`src/rtl/sst_pkg.sv`:
```
package sst_pkg;

  typedef enum logic [2:0] {
    ST_IDLE,
    ST_LOAD,
    ST_SETUP,
    ST_HIGH,
    ST_HOLD
  } sstState_e;

  typedef struct packed {
    logic load;
    logic present;
    logic advance;
  } sstStrobe_t;

endpackage

```
`src/rtl/sst_datapath.sv`:
```
module sst_datapath
  import sst_pkg::*;
#(
  parameter int MAX_FIELDS   = 4,
  parameter int FIELD_W      = 16,
  parameter int WCODE_W      = 5,
  parameter int DEFAULT_BITS = 8,
  localparam int IDX_W = $clog2(MAX_FIELDS + 1),
  localparam int SEL_W = (MAX_FIELDS > 1) ? $clog2(MAX_FIELDS) : 1,
  localparam int BIT_W = $clog2(FIELD_W + 1),
  localparam int POS_W = (FIELD_W > 1) ? $clog2(FIELD_W) : 1
) (
  input  logic                          clk,
  input  logic                          rstN,
  input  sstStrobe_t                    strobe,
  input  logic                          msbFirstIn,
  input  logic [IDX_W-1:0]              fieldCountIn,
  input  logic [MAX_FIELDS*FIELD_W-1:0] fieldDataIn,
  input  logic [MAX_FIELDS*WCODE_W-1:0] fieldBitsIn,
  output logic                          sdo,
  output logic                          lastBit,
  output logic                          noFields
);

  logic [FIELD_W-1:0] dataReg  [MAX_FIELDS];
  logic [BIT_W-1:0]   widthReg [MAX_FIELDS];
  logic [BIT_W-1:0]   widthDec [MAX_FIELDS];
  logic [IDX_W-1:0]   countReg;
  logic [IDX_W-1:0]   countClamped;
  logic               modeReg;
  logic [IDX_W-1:0]   fieldIdx;
  logic [BIT_W-1:0]   bitCnt;

  // width code decode, one per slot
  for (genvar g = 0; g < MAX_FIELDS; g++) begin : gWidth
    logic [WCODE_W-1:0] code;
    assign code = fieldBitsIn[g*WCODE_W +: WCODE_W];
    always_comb begin
      if (code == '0)
        widthDec[g] = BIT_W'(DEFAULT_BITS);
      else if (int'(code) > FIELD_W)
        widthDec[g] = BIT_W'(FIELD_W);
      else
        widthDec[g] = BIT_W'(code);
    end
  end

  assign countClamped = (int'(fieldCountIn) > MAX_FIELDS) ? IDX_W'(MAX_FIELDS) : fieldCountIn;

  // current field selection
  logic [SEL_W-1:0]   selIdx;
  logic [BIT_W-1:0]   curWidth;
  logic [FIELD_W-1:0] curData;
  logic [BIT_W-1:0]   pos;
  logic               curBit;
  logic               lastInField;

  assign selIdx   = (int'(fieldIdx) < MAX_FIELDS) ? SEL_W'(fieldIdx) : '0;
  assign curWidth = widthReg[selIdx];
  assign curData  = dataReg[selIdx];
  assign pos      = modeReg ? (curWidth - BIT_W'(1) - bitCnt) : bitCnt;
  assign curBit   = curData[POS_W'(pos)];

  assign lastInField = (bitCnt == curWidth - BIT_W'(1));
  assign lastBit     = lastInField && ((fieldIdx + IDX_W'(1)) == countReg);
  assign noFields    = (countReg == '0);

  always_ff @(posedge clk) begin
    if (!rstN) begin
      countReg <= '0;
      modeReg  <= 1'b0;
      fieldIdx <= '0;
      bitCnt   <= '0;
      sdo      <= 1'b0;
      for (int i = 0; i < MAX_FIELDS; i++) begin
        dataReg[i]  <= '0;
        widthReg[i] <= BIT_W'(DEFAULT_BITS);
      end
    end else begin
      if (strobe.load) begin
        countReg <= countClamped;
        modeReg  <= msbFirstIn;
        fieldIdx <= '0;
        bitCnt   <= '0;
        for (int i = 0; i < MAX_FIELDS; i++) begin
          dataReg[i]  <= fieldDataIn[i*FIELD_W +: FIELD_W];
          widthReg[i] <= widthDec[i];
        end
      end else if (strobe.advance) begin
        if (lastInField) begin
          fieldIdx <= fieldIdx + IDX_W'(1);
          bitCnt   <= '0;
        end else begin
          bitCnt <= bitCnt + BIT_W'(1);
        end
      end
      if (strobe.present)
        sdo <= curBit;
    end
  end

  // a bit is only presented from a slot inside the captured count
  a_r6_present_in_list: assert property (@(posedge clk) disable iff (!rstN)
    strobe.present |-> (fieldIdx < countReg));

  // the bit counter never runs past the width of its field
  a_r5_bit_in_width: assert property (@(posedge clk) disable iff (!rstN)
    (fieldIdx < countReg) |-> (bitCnt < curWidth));

  // captured count is clamped to the slot count
  a_r7_count_clamped: assert property (@(posedge clk) disable iff (!rstN)
    int'(countReg) <= MAX_FIELDS);

endmodule

```
`src/rtl/sst_ctrl.sv`:
```
module sst_ctrl
  import sst_pkg::*;
#(
  parameter int TIMER_W = 8
) (
  input  logic               clk,
  input  logic               rstN,
  input  logic               startReq,
  input  logic [TIMER_W-1:0] setupTicks,
  input  logic [TIMER_W-1:0] highTicks,
  input  logic [TIMER_W-1:0] holdTicks,
  input  logic               lastBit,
  input  logic               noFields,
  output sstStrobe_t         strobe,
  output logic               sclk,
  output logic               busy,
  output logic               done
);

  sstState_e          state;
  logic [TIMER_W-1:0] timer;
  logic [TIMER_W-1:0] setupReg;
  logic [TIMER_W-1:0] highReg;
  logic [TIMER_W-1:0] holdReg;
  logic               finalFlag;

  function automatic logic [TIMER_W-1:0] loadVal(input logic [TIMER_W-1:0] t);
    return (t == '0) ? '0 : t - TIMER_W'(1);
  endfunction

  always_comb begin
    strobe.load    = (state == ST_IDLE) && startReq;
    strobe.present = ((state == ST_LOAD) && !noFields) ||
                     ((state == ST_HOLD) && (timer == '0) && !finalFlag);
    strobe.advance = (state == ST_HIGH) && (timer == '0);
  end

  always_ff @(posedge clk) begin
    if (!rstN) begin
      state     <= ST_IDLE;
      timer     <= '0;
      setupReg  <= '0;
      highReg   <= '0;
      holdReg   <= '0;
      finalFlag <= 1'b0;
      sclk      <= 1'b0;
      busy      <= 1'b0;
      done      <= 1'b0;
    end else begin
      done <= 1'b0;
      unique case (state)
        ST_IDLE: begin
          if (startReq) begin
            setupReg  <= setupTicks;
            highReg   <= highTicks;
            holdReg   <= holdTicks;
            finalFlag <= 1'b0;
            busy      <= 1'b1;
            state     <= ST_LOAD;
          end
        end
        ST_LOAD: begin
          if (noFields) begin
            busy  <= 1'b0;
            done  <= 1'b1;
            state <= ST_IDLE;
          end else begin
            timer <= loadVal(setupReg);
            state <= ST_SETUP;
          end
        end
        ST_SETUP: begin
          if (timer == '0) begin
            sclk  <= 1'b1;
            timer <= loadVal(highReg);
            state <= ST_HIGH;
          end else begin
            timer <= timer - TIMER_W'(1);
          end
        end
        ST_HIGH: begin
          if (timer == '0) begin
            sclk      <= 1'b0;
            finalFlag <= lastBit;
            timer     <= loadVal(holdReg);
            state     <= ST_HOLD;
          end else begin
            timer <= timer - TIMER_W'(1);
          end
        end
        ST_HOLD: begin
          if (timer == '0) begin
            if (finalFlag) begin
              busy  <= 1'b0;
              done  <= 1'b1;
              state <= ST_IDLE;
            end else begin
              timer <= loadVal(setupReg);
              state <= ST_SETUP;
            end
          end else begin
            timer <= timer - TIMER_W'(1);
          end
        end
        default: state <= ST_IDLE;
      endcase
    end
  end

  // clock stays low through the capture cycle
  a_r2_load_clock_low: assert property (@(posedge clk) disable iff (!rstN)
    (state == ST_LOAD) |-> !sclk);

  // idle means clock low
  a_r2_idle_clock_low: assert property (@(posedge clk) disable iff (!rstN)
    !busy |-> !sclk);

  // busy only ends together with done
  a_r1_busy_ends_with_done: assert property (@(posedge clk) disable iff (!rstN)
    $fell(busy) |-> done);

  // done is a single-cycle pulse while not busy
  a_r9_done_single: assert property (@(posedge clk) disable iff (!rstN)
    done |-> (!busy ##1 !done));

  // a start while busy does not reload the phase settings
  a_r1_settings_held: assert property (@(posedge clk) disable iff (!rstN)
    (busy && $past(busy)) |-> ($stable(setupReg) && $stable(highReg) && $stable(holdReg)));

endmodule

```
`src/rtl/sync_shift_tx.sv`:
```
module sync_shift_tx
  import sst_pkg::*;
#(
  parameter int MAX_FIELDS   = 4,
  parameter int FIELD_W      = 16,
  parameter int WCODE_W      = 5,
  parameter int DEFAULT_BITS = 8,
  parameter int TIMER_W      = 8,
  localparam int IDX_W = $clog2(MAX_FIELDS + 1)
) (
  input  logic                          clk,
  input  logic                          rstN,
  input  logic                          startReq,
  input  logic                          msbFirst,
  input  logic [IDX_W-1:0]              fieldCount,
  input  logic [MAX_FIELDS*FIELD_W-1:0] fieldData,
  input  logic [MAX_FIELDS*WCODE_W-1:0] fieldBits,
  input  logic [TIMER_W-1:0]            setupTicks,
  input  logic [TIMER_W-1:0]            highTicks,
  input  logic [TIMER_W-1:0]            holdTicks,
  output logic                          sdo,
  output logic                          sclk,
  output logic                          busy,
  output logic                          done
);

  sstStrobe_t strobe;
  logic       lastBit;
  logic       noFields;

  sst_ctrl #(
    .TIMER_W (TIMER_W)
  ) uCtrl (
    .clk        (clk),
    .rstN       (rstN),
    .startReq   (startReq),
    .setupTicks (setupTicks),
    .highTicks  (highTicks),
    .holdTicks  (holdTicks),
    .lastBit    (lastBit),
    .noFields   (noFields),
    .strobe     (strobe),
    .sclk       (sclk),
    .busy       (busy),
    .done       (done)
  );

  sst_datapath #(
    .MAX_FIELDS   (MAX_FIELDS),
    .FIELD_W      (FIELD_W),
    .WCODE_W      (WCODE_W),
    .DEFAULT_BITS (DEFAULT_BITS)
  ) uData (
    .clk          (clk),
    .rstN         (rstN),
    .strobe       (strobe),
    .msbFirstIn   (msbFirst),
    .fieldCountIn (fieldCount),
    .fieldDataIn  (fieldData),
    .fieldBitsIn  (fieldBits),
    .sdo          (sdo),
    .lastBit      (lastBit),
    .noFields     (noFields)
  );

  // data is stable across the whole high phase
  a_r3_stable_while_high: assert property (@(posedge clk) disable iff (!rstN)
    (sclk && $past(sclk)) |-> $stable(sdo));

  // data settled before the clock rises
  a_r3_setup_at_rise: assert property (@(posedge clk) disable iff (!rstN)
    $rose(sclk) |-> $stable(sdo));

endmodule

```
`config.mk`:
```
export PLATFORM = sky130hd
export DESIGN_NAME = sync_shift_tx
export DESIGN_NICKNAME = d
export VERILOG_FILES = /design/src/rtl/sst_pkg.sv /design/src/rtl/sst_datapath.sv /design/src/rtl/sst_ctrl.sv /design/src/rtl/sync_shift_tx.sv
export SDC_FILE = /design/constraint.sdc
export NUM_CORES = 1
export LEC_CHECK = 0
export BUFFER_PORTS_ARGS = -buffer_cell sky130_fd_sc_hd__buf_4
export CAP_MARGIN = 30
export CORE_MARGIN = 3
export CORE_UTILIZATION = 30
export DETAILED_ROUTE_END_ITERATION = 16
export PLACE_DENSITY = 0.47
export SETUP_SLACK_MARGIN = 0.1
export SYNTH_ARGS = -nofsm -noshare
export SYNTH_HDL_FRONTEND = slang
export SYNTH_HIERARCHICAL = 1
export SYNTH_SLANG_ARGS = --single-unit
```
`constraint.sdc`:
```
create_clock -name clk -period 4.55 [get_ports clk]
set_clock_uncertainty 0.1 [all_clocks]
set_input_delay 0.91 -clock clk [delete_from_list [all_inputs] [get_ports clk]]
set_output_delay 0.91 -clock clk [all_outputs]
set_load 0.05 [all_outputs]
```
==> impl_metrics.ini, run 1 <==
[run_status]
status = finished, final reports clean

[floorplan]
die_h_um = 165
dieWidth_um = 165
start_util_pct = 30.8
dieArea_um2 = 27100
placementRows = 57
fp.coreArea_um2 = 24500
ios = 119

[critical_path]
worst_setup_path_start_kind = register
end_kind = register
crit_fanout = 28
reg2reg_from = uData/fieldIdx[0]
reg2reg_setup_slack_ns = 0.60
critPathLaunch = uData/fieldIdx[0]
r2r-end = uData/sdo
worstPathArrival_ns = 4.15
worstSetupPathType = register to register
crit_required_ns = 4.76
r2r_cells = 14

[hold_path]
hold_end = uCtrl/busy
hold_path.class = register to register
min_from = uCtrl/busy
whs_path_depth = 2

[cts]
clock_latency_ns = 0.42
cts-root-buf = clkbuf_16
cts_sinks = 136
path_clk_slew_ns = 0.07
cts-htree-levels = 4
cts_buffer_depth = 2
cts_buffers = 17
cts_hold_buf = 0
post-cts-setup-buffers = 0
cts_tree = built
post_cts_resized = 0

[sta]
setup_tns_ns = 0
min_period_ns = 3.95
finalCritPeriodShare_pct = 86.7
grt_setup_unrepaired = false
finalSetupViolCount = 0
worstMarginPinSlew_ns = 0.873
final-hold-violation-count = 0
slew_viol_final = 0
fmax_mhz = 253
slew-limit-headroom_pct = 41.8

[power_and_ir_drop]
p_int_mw = 2.47
power.leakage_nw = 3.77
pwr-share-seq_pct = 42.6
pwr-share-comb_pct = 17.8
vdd_drop_max_v = 0.000245
p_sw_share_pct = 29.0
p_per_area_nw_per_um2 = 374
p_sw_mw = 1.01
clkPwrFrac_pct = 39.6

[finish]
fillers = 2488
final_area_um2 = 9290
fin_util_pct = 37.9
drive_gt1_share_pct = 24.0
final_nets = 965
synthToLayoutAreaGrowth_pct = 23.1
antenna_cells = 0

[place]
place_area_um2 = 8700
port_buffers = 118
gp_congestion = 0.818
dp_hpwl_um = 14000

[synthesis]
synth_enable_flop_cells = 84
async_reset_ff_share_pct = 0
yosys-top-cells-area = edfxtp_1 33%, dfxtp_1 14%, and3_1 5.7%
ys.flop_type = edfxtp_1
synth_top_area_share_pct = 33.4
syn_nets = 862
synthTopCellsByCount = 84 x edfxtp_1, 79 x nand2_1, 69 x and3_1
synth.distinct_cells = 86
ys_seq_area_share_pct = 47.2
ys_seq_elements = 136
yosys.area.top_type = edfxtp_1
netlist_instances = 730
avgSynthCellArea_um2 = 10.3
synth_warnings = 6
synth_area_um2 = 7550
synth_most_common_cell = edfxtp_1

[drt]
vias = 5846
via_per_inst = 5.00
wire_per_inst_um = 16.8
drt_iter0_markers = 373
drc = 0
antenna_left = 0
finalWirelength_um = 19600
dr.pass1.iters = 5

[global_route]
grt_overflow = 0
grt_max_degree = 102
antenna_found_initial = 0
grt_pass1_vias = 5822
grt_usage_pct = 14.7
grt_pass1_wl_um = 31000

[run]
maxCapViolCount = 0
-- worst max-delay path: stages, from the launching register on --
cell	delay, ns
dfxtp_1	0.47
buf_4	0.37
mux2i_1	0.15
nand2_1	0.10
o221ai_2	0.14
ha_1	0.33
inv_1	0.08
fa_1	0.40
xnor2_1	0.15
a21oi_2	0.52
mux4_2	0.41
a22oi_1	0.18
nand3_1	0.11
a41oi_1	0.22
mux2i_1	0.09
-- cell type report --
class | instances | area, um2 | share of cell area [%]
inverters | 26 | 98.8 | 1.06
multi-input cells | 524 | 3680 | 39.6
clock buffers | 17 | 425 | 4.58
flip-flops and latches | 136 | 3560 | 38.4
repair buffers | 128 | 961 | 10.3
clock inverters | 15 | 160 | 1.72
well taps | 324 | 405 | 4.36
-- cells in the final DEF (no fill, tap or decap), types with 7 or more instances in the layout --
cell type and count:
o21ai_0 26, clkbuf_16 17, ha_1 16, nor2b_1 9, buf_4 128, a21boi_0 29
inv_1 24, nor3b_1 15, nor3_1 16, nand2_1 79, dfxtp_1 52, nand3_1 12
xnor2_1 15, mux2i_1 25, o22ai_1 19, and3_1 69, xor2_1 8, mux4_2 7
nor2_1 35, o221ai_1 9, a21oi_1 18, edfxtp_1 84
-- how the worst max path moves through the flow --
| stage | end | slack, ns |
|---|---|---|
| final | uData/sdo | 0.60 |
| after global routing | uData/sdo | 0.33 |
| after CTS | uData/sdo | 0.58 |
| after detailed placement | uData/sdo | 0.60 |
| after global placement | uData/sdo | 0.73 |
| after floorplan | uData/fieldIdx[0] | 0.32 |
-- metrics by stage --
step | cells | hold slack (ns) | setup slack, ns | power, mW
after floorplan | 730 | 0.348 | 0.323 | 1.92
after global placement | 1138 | 0.349 | 0.731 | 2.13
after detailed placement | 1138 | 0.356 | 0.598 | 2.13
after CTS | 1170 | 0.364 | 0.583 | 3.52
after global routing | 1170 | 0.400 | 0.334 | 3.64
final | 1170 | 0.359 | 0.605 | 3.47
-- kinds of logic (layout without fill, tap and decap cells) --
logic type               after synthesis  count (layout)  share of synthesized area, %
XOR/XNOR                              25              25                          3.20
AO/OA/AOI/OAI                        166             166                          16.3
buffers and inverters                 70             186                          4.09
adder cells (fa/ha/maj)               17              17                          2.92
AND/OR/NAND/NOR                      282             282                          20.6
multiplexers                          34              34                          5.70
flip-flops                           136             136                          47.2
-- state kept, by name, summed over array words and instances (netlist names), 3 cells and up --
| register | cells |
|---|---|
| uData/bitCnt | 5 |
| uData/widthReg | 20 |
| uCtrl/holdReg | 8 |
| uCtrl/state | 3 |
| uCtrl/setupReg | 8 |
| uData/dataReg | 64 |
| uData/fieldIdx | 3 |
| uCtrl/highReg | 8 |
| uCtrl/timer | 8 |
| uData/countReg | 3 |
-- power groups by stage --
stage | logic, mW | registers (mW) | clock network (mW)
2_1_floorplan | 0.431 | 1.49 | 0
3_3_place_gp | 0.623 | 1.51 | 0
3_5_place_dp | 0.623 | 1.51 | 0
4_1_cts | 0.626 | 1.48 | 1.41
5_1_grt | 0.685 | 1.49 | 1.46
6_report | 0.619 | 1.48 | 1.37
-- layer usage --
layer | part of all wire, % | vias up | global-route usage (%)
met5 | 0 | - | 0
met2 | 45 | 152 | 22.6
met3 | 5.4 | 24 | 3.81
met1 | 48 | 2735 | 20.2
met4 | 1.6 | 0 | 4.80
li1 | - | 2935 | -
Note: power is estimated with default switching activity, not from simulation.
==> inputs of run 2 (changes only) <==
CORE_ASPECT_RATIO = 0.8   (was not set)
==> run 2 against run 1 <==
Net effect:
- via count increased by 0.44%
- flip-flop and latch count unchanged
- combinational power increased by 0.8%
- sequential power about the same
==> impl_metrics.ini, run 2 (synthesized netlist as in run 1, its figures left out) <==
[run_status]
status = finished, final reports clean

[cts]
cts_tree = built
cts_sinks = 136
post-cts-setup-buffers = 0
path_clk_slew_ns = 0.07
clock_latency_ns = 0.42
cts-htree-levels = 4
cts_hold_buf = 0
post_cts_resized = 0
cts-root-buf = clkbuf_16
cts_buffers = 17
cts_buffer_depth = 2

[critical_path]
max_stage_delay_ns = 0.78
crit_fanout = 16
reg2reg_from = uData/fieldIdx[0]
worst_setup_path_start_kind = register
critPathLaunch = uData/fieldIdx[0]
worstSetupPathType = register to register
slowest_stage = dfxtp_1
path_cells = nand2b_2, o22a_1, o221ai_4, ha_1, inv_1, fa_1, xnor2_1, a21oi_2, mux4_2, a22oi_1, nand3_1, a41oi_1, mux2i_1
end_kind = register
crit_required_ns = 4.76
worstPathArrival_ns = 4.30

[finish]
largest_register_ffs = 64
drive_gt1_share_pct = 24.0
final_cell_mix = 128 x buf_4, 84 x edfxtp_1, 79 x nand2_1
mostFrequentLayoutCell = buf_4
top_register = uData/dataReg
reg.largest.list = uData/dataReg (64), uData/widthReg (20)
final_cells = 1164
final_nets = 965
fin_util_pct = 37.9
antenna_cells = 0
fillers = 2440
final_area_um2 = 9300
synthToLayoutAreaGrowth_pct = 23.2

[hold_path]
hold_path.class = register to register
min_from = uCtrl/busy

[power_and_ir_drop]
vdd_drop_max_v = 0.000255
clkPwrFrac_pct = 39.7
pwr-share-seq_pct = 42.4
p_int_mw = 2.43
p_per_area_nw_per_um2 = 376
p_sw_mw = 1.06
p_sw_share_pct = 30.3
power.leakage_nw = 3.78
finalPower_mw = 3.49
pwr-share-comb_pct = 17.9

[global_route]
grt_max_degree = 75
grt_overflow = 0
grt_pass1_wl_um = 32600
grt_pass1_vias = 5726
grt_usage_pct = 15.4
antenna_found_initial = 1

[drt]
wire_per_inst_um = 17.6
finalWirelength_um = 20500
vias = 5872
via_per_inst = 5.04
drt_iter0_markers = 434
antenna_left = 0
drc = 0
dr.pass1.iters = 5

[floorplan]
dieWidth_um = 183
start_util_pct = 30.7
die_h_um = 148
dieArea_um2 = 27100
ios = 119
fp.coreArea_um2 = 24600
placementRows = 51

[place]
dp_cells = 1132
dp_hpwl_um = 15000
gp_congestion = 0.830
place_area_um2 = 8700
preCtsSetupSlack_ns = 0.473
port_buffers = 118

[sta]
fmax_mhz = 245
slew-limit-headroom_pct = 52.2
final-hold-violation-count = 0
setup_slack_ns = 0.462
hold_ws_ns = 0.371
setup_tns_ns = 0
finalCritPeriodShare_pct = 89.8
grt_setup_unrepaired = false
slew_viol_final = 0
min_period_ns = 4.09
finalSetupViolCount = 0
worstMarginPinSlew_ns = 0.715

[run]
maxCapViolCount = 0
run 2: cell types whose count changed in the layout (fill, tap and decap cells not counted):
| cell | previous run | this run |
|---|---|---|
| clkinv_2 | 2 | 1 |
| inv_8 | 3 | 7 |
| bufinv_16 | 1 | 0 |
| clkinv_8 | 1 | 4 |
| clkinvlp_4 | 3 | 2 |
| clkinv_4 | 1 | 0 |
| inv_6 | 5 | 2 |
run 2: routing by layer:
| layer | vias up | global-route usage, % | wire (um) |
|---|---|---|---|
| li1 | 2944 | - | - |
| met1 | 2782 | 24.4 | 10900 |
| met2 | 136 | 21.3 | 8500 |
| met3 | 10 | 2.98 | 874 |
| met4 | 0 | 3.65 | 167 |
| met5 | - | 0 | 0 |
run 2: power by group through the flow:
| stage | combinational, mW | clock, mW | sequential, mW |
|---|---|---|---|
| 3_5_place_dp | 0.623 | 0 | 1.51 |
| 2_1_floorplan | 0.431 | 0 | 1.49 |
| 5_1_grt | 0.694 | 1.48 | 1.49 |
| 6_report | 0.624 | 1.39 | 1.48 |
| 3_3_place_gp | 0.627 | 0 | 1.51 |
| 4_1_cts | 0.626 | 1.42 | 1.48 |
run 2: critical path: cells and delay by family, from the launching register on:
family | cells | cell delay (ns)
AO/OA/AOI/OAI | 5 | 1.42
XOR/XNOR | 1 | 0.14
adder cells (fa/ha/maj) | 2 | 0.61
buffers and inverters | 1 | 0.08
flip-flops | 1 | 0.78
multiplexers | 2 | 0.51
AND/OR/NAND/NOR | 2 | 0.32
run 2: worst paths after layout:
| check | end | slack (ns) | depth (start not counted) |
|---|---|---|---|
| worst max-delay path | uData/sdo | 0.46 | 13 |
| worst min-delay path | uCtrl/busy | 0.37 | 2 |
| worst max register to register | uData/sdo | 0.46 | 13 |
| worst min register to register | uCtrl/busy | 0.37 | 2 |
run 2: final cells by class:
cell class	count	area (um2)	share of cell area, %
clock buffer	17	425	4.57
clock inverter	15	176	1.90
inverter	26	98.8	1.06
multi-input combinational	524	3680	39.5
sequential	136	3560	38.3
tap	318	398	4.28
timing repair buffer	128	961	10.3
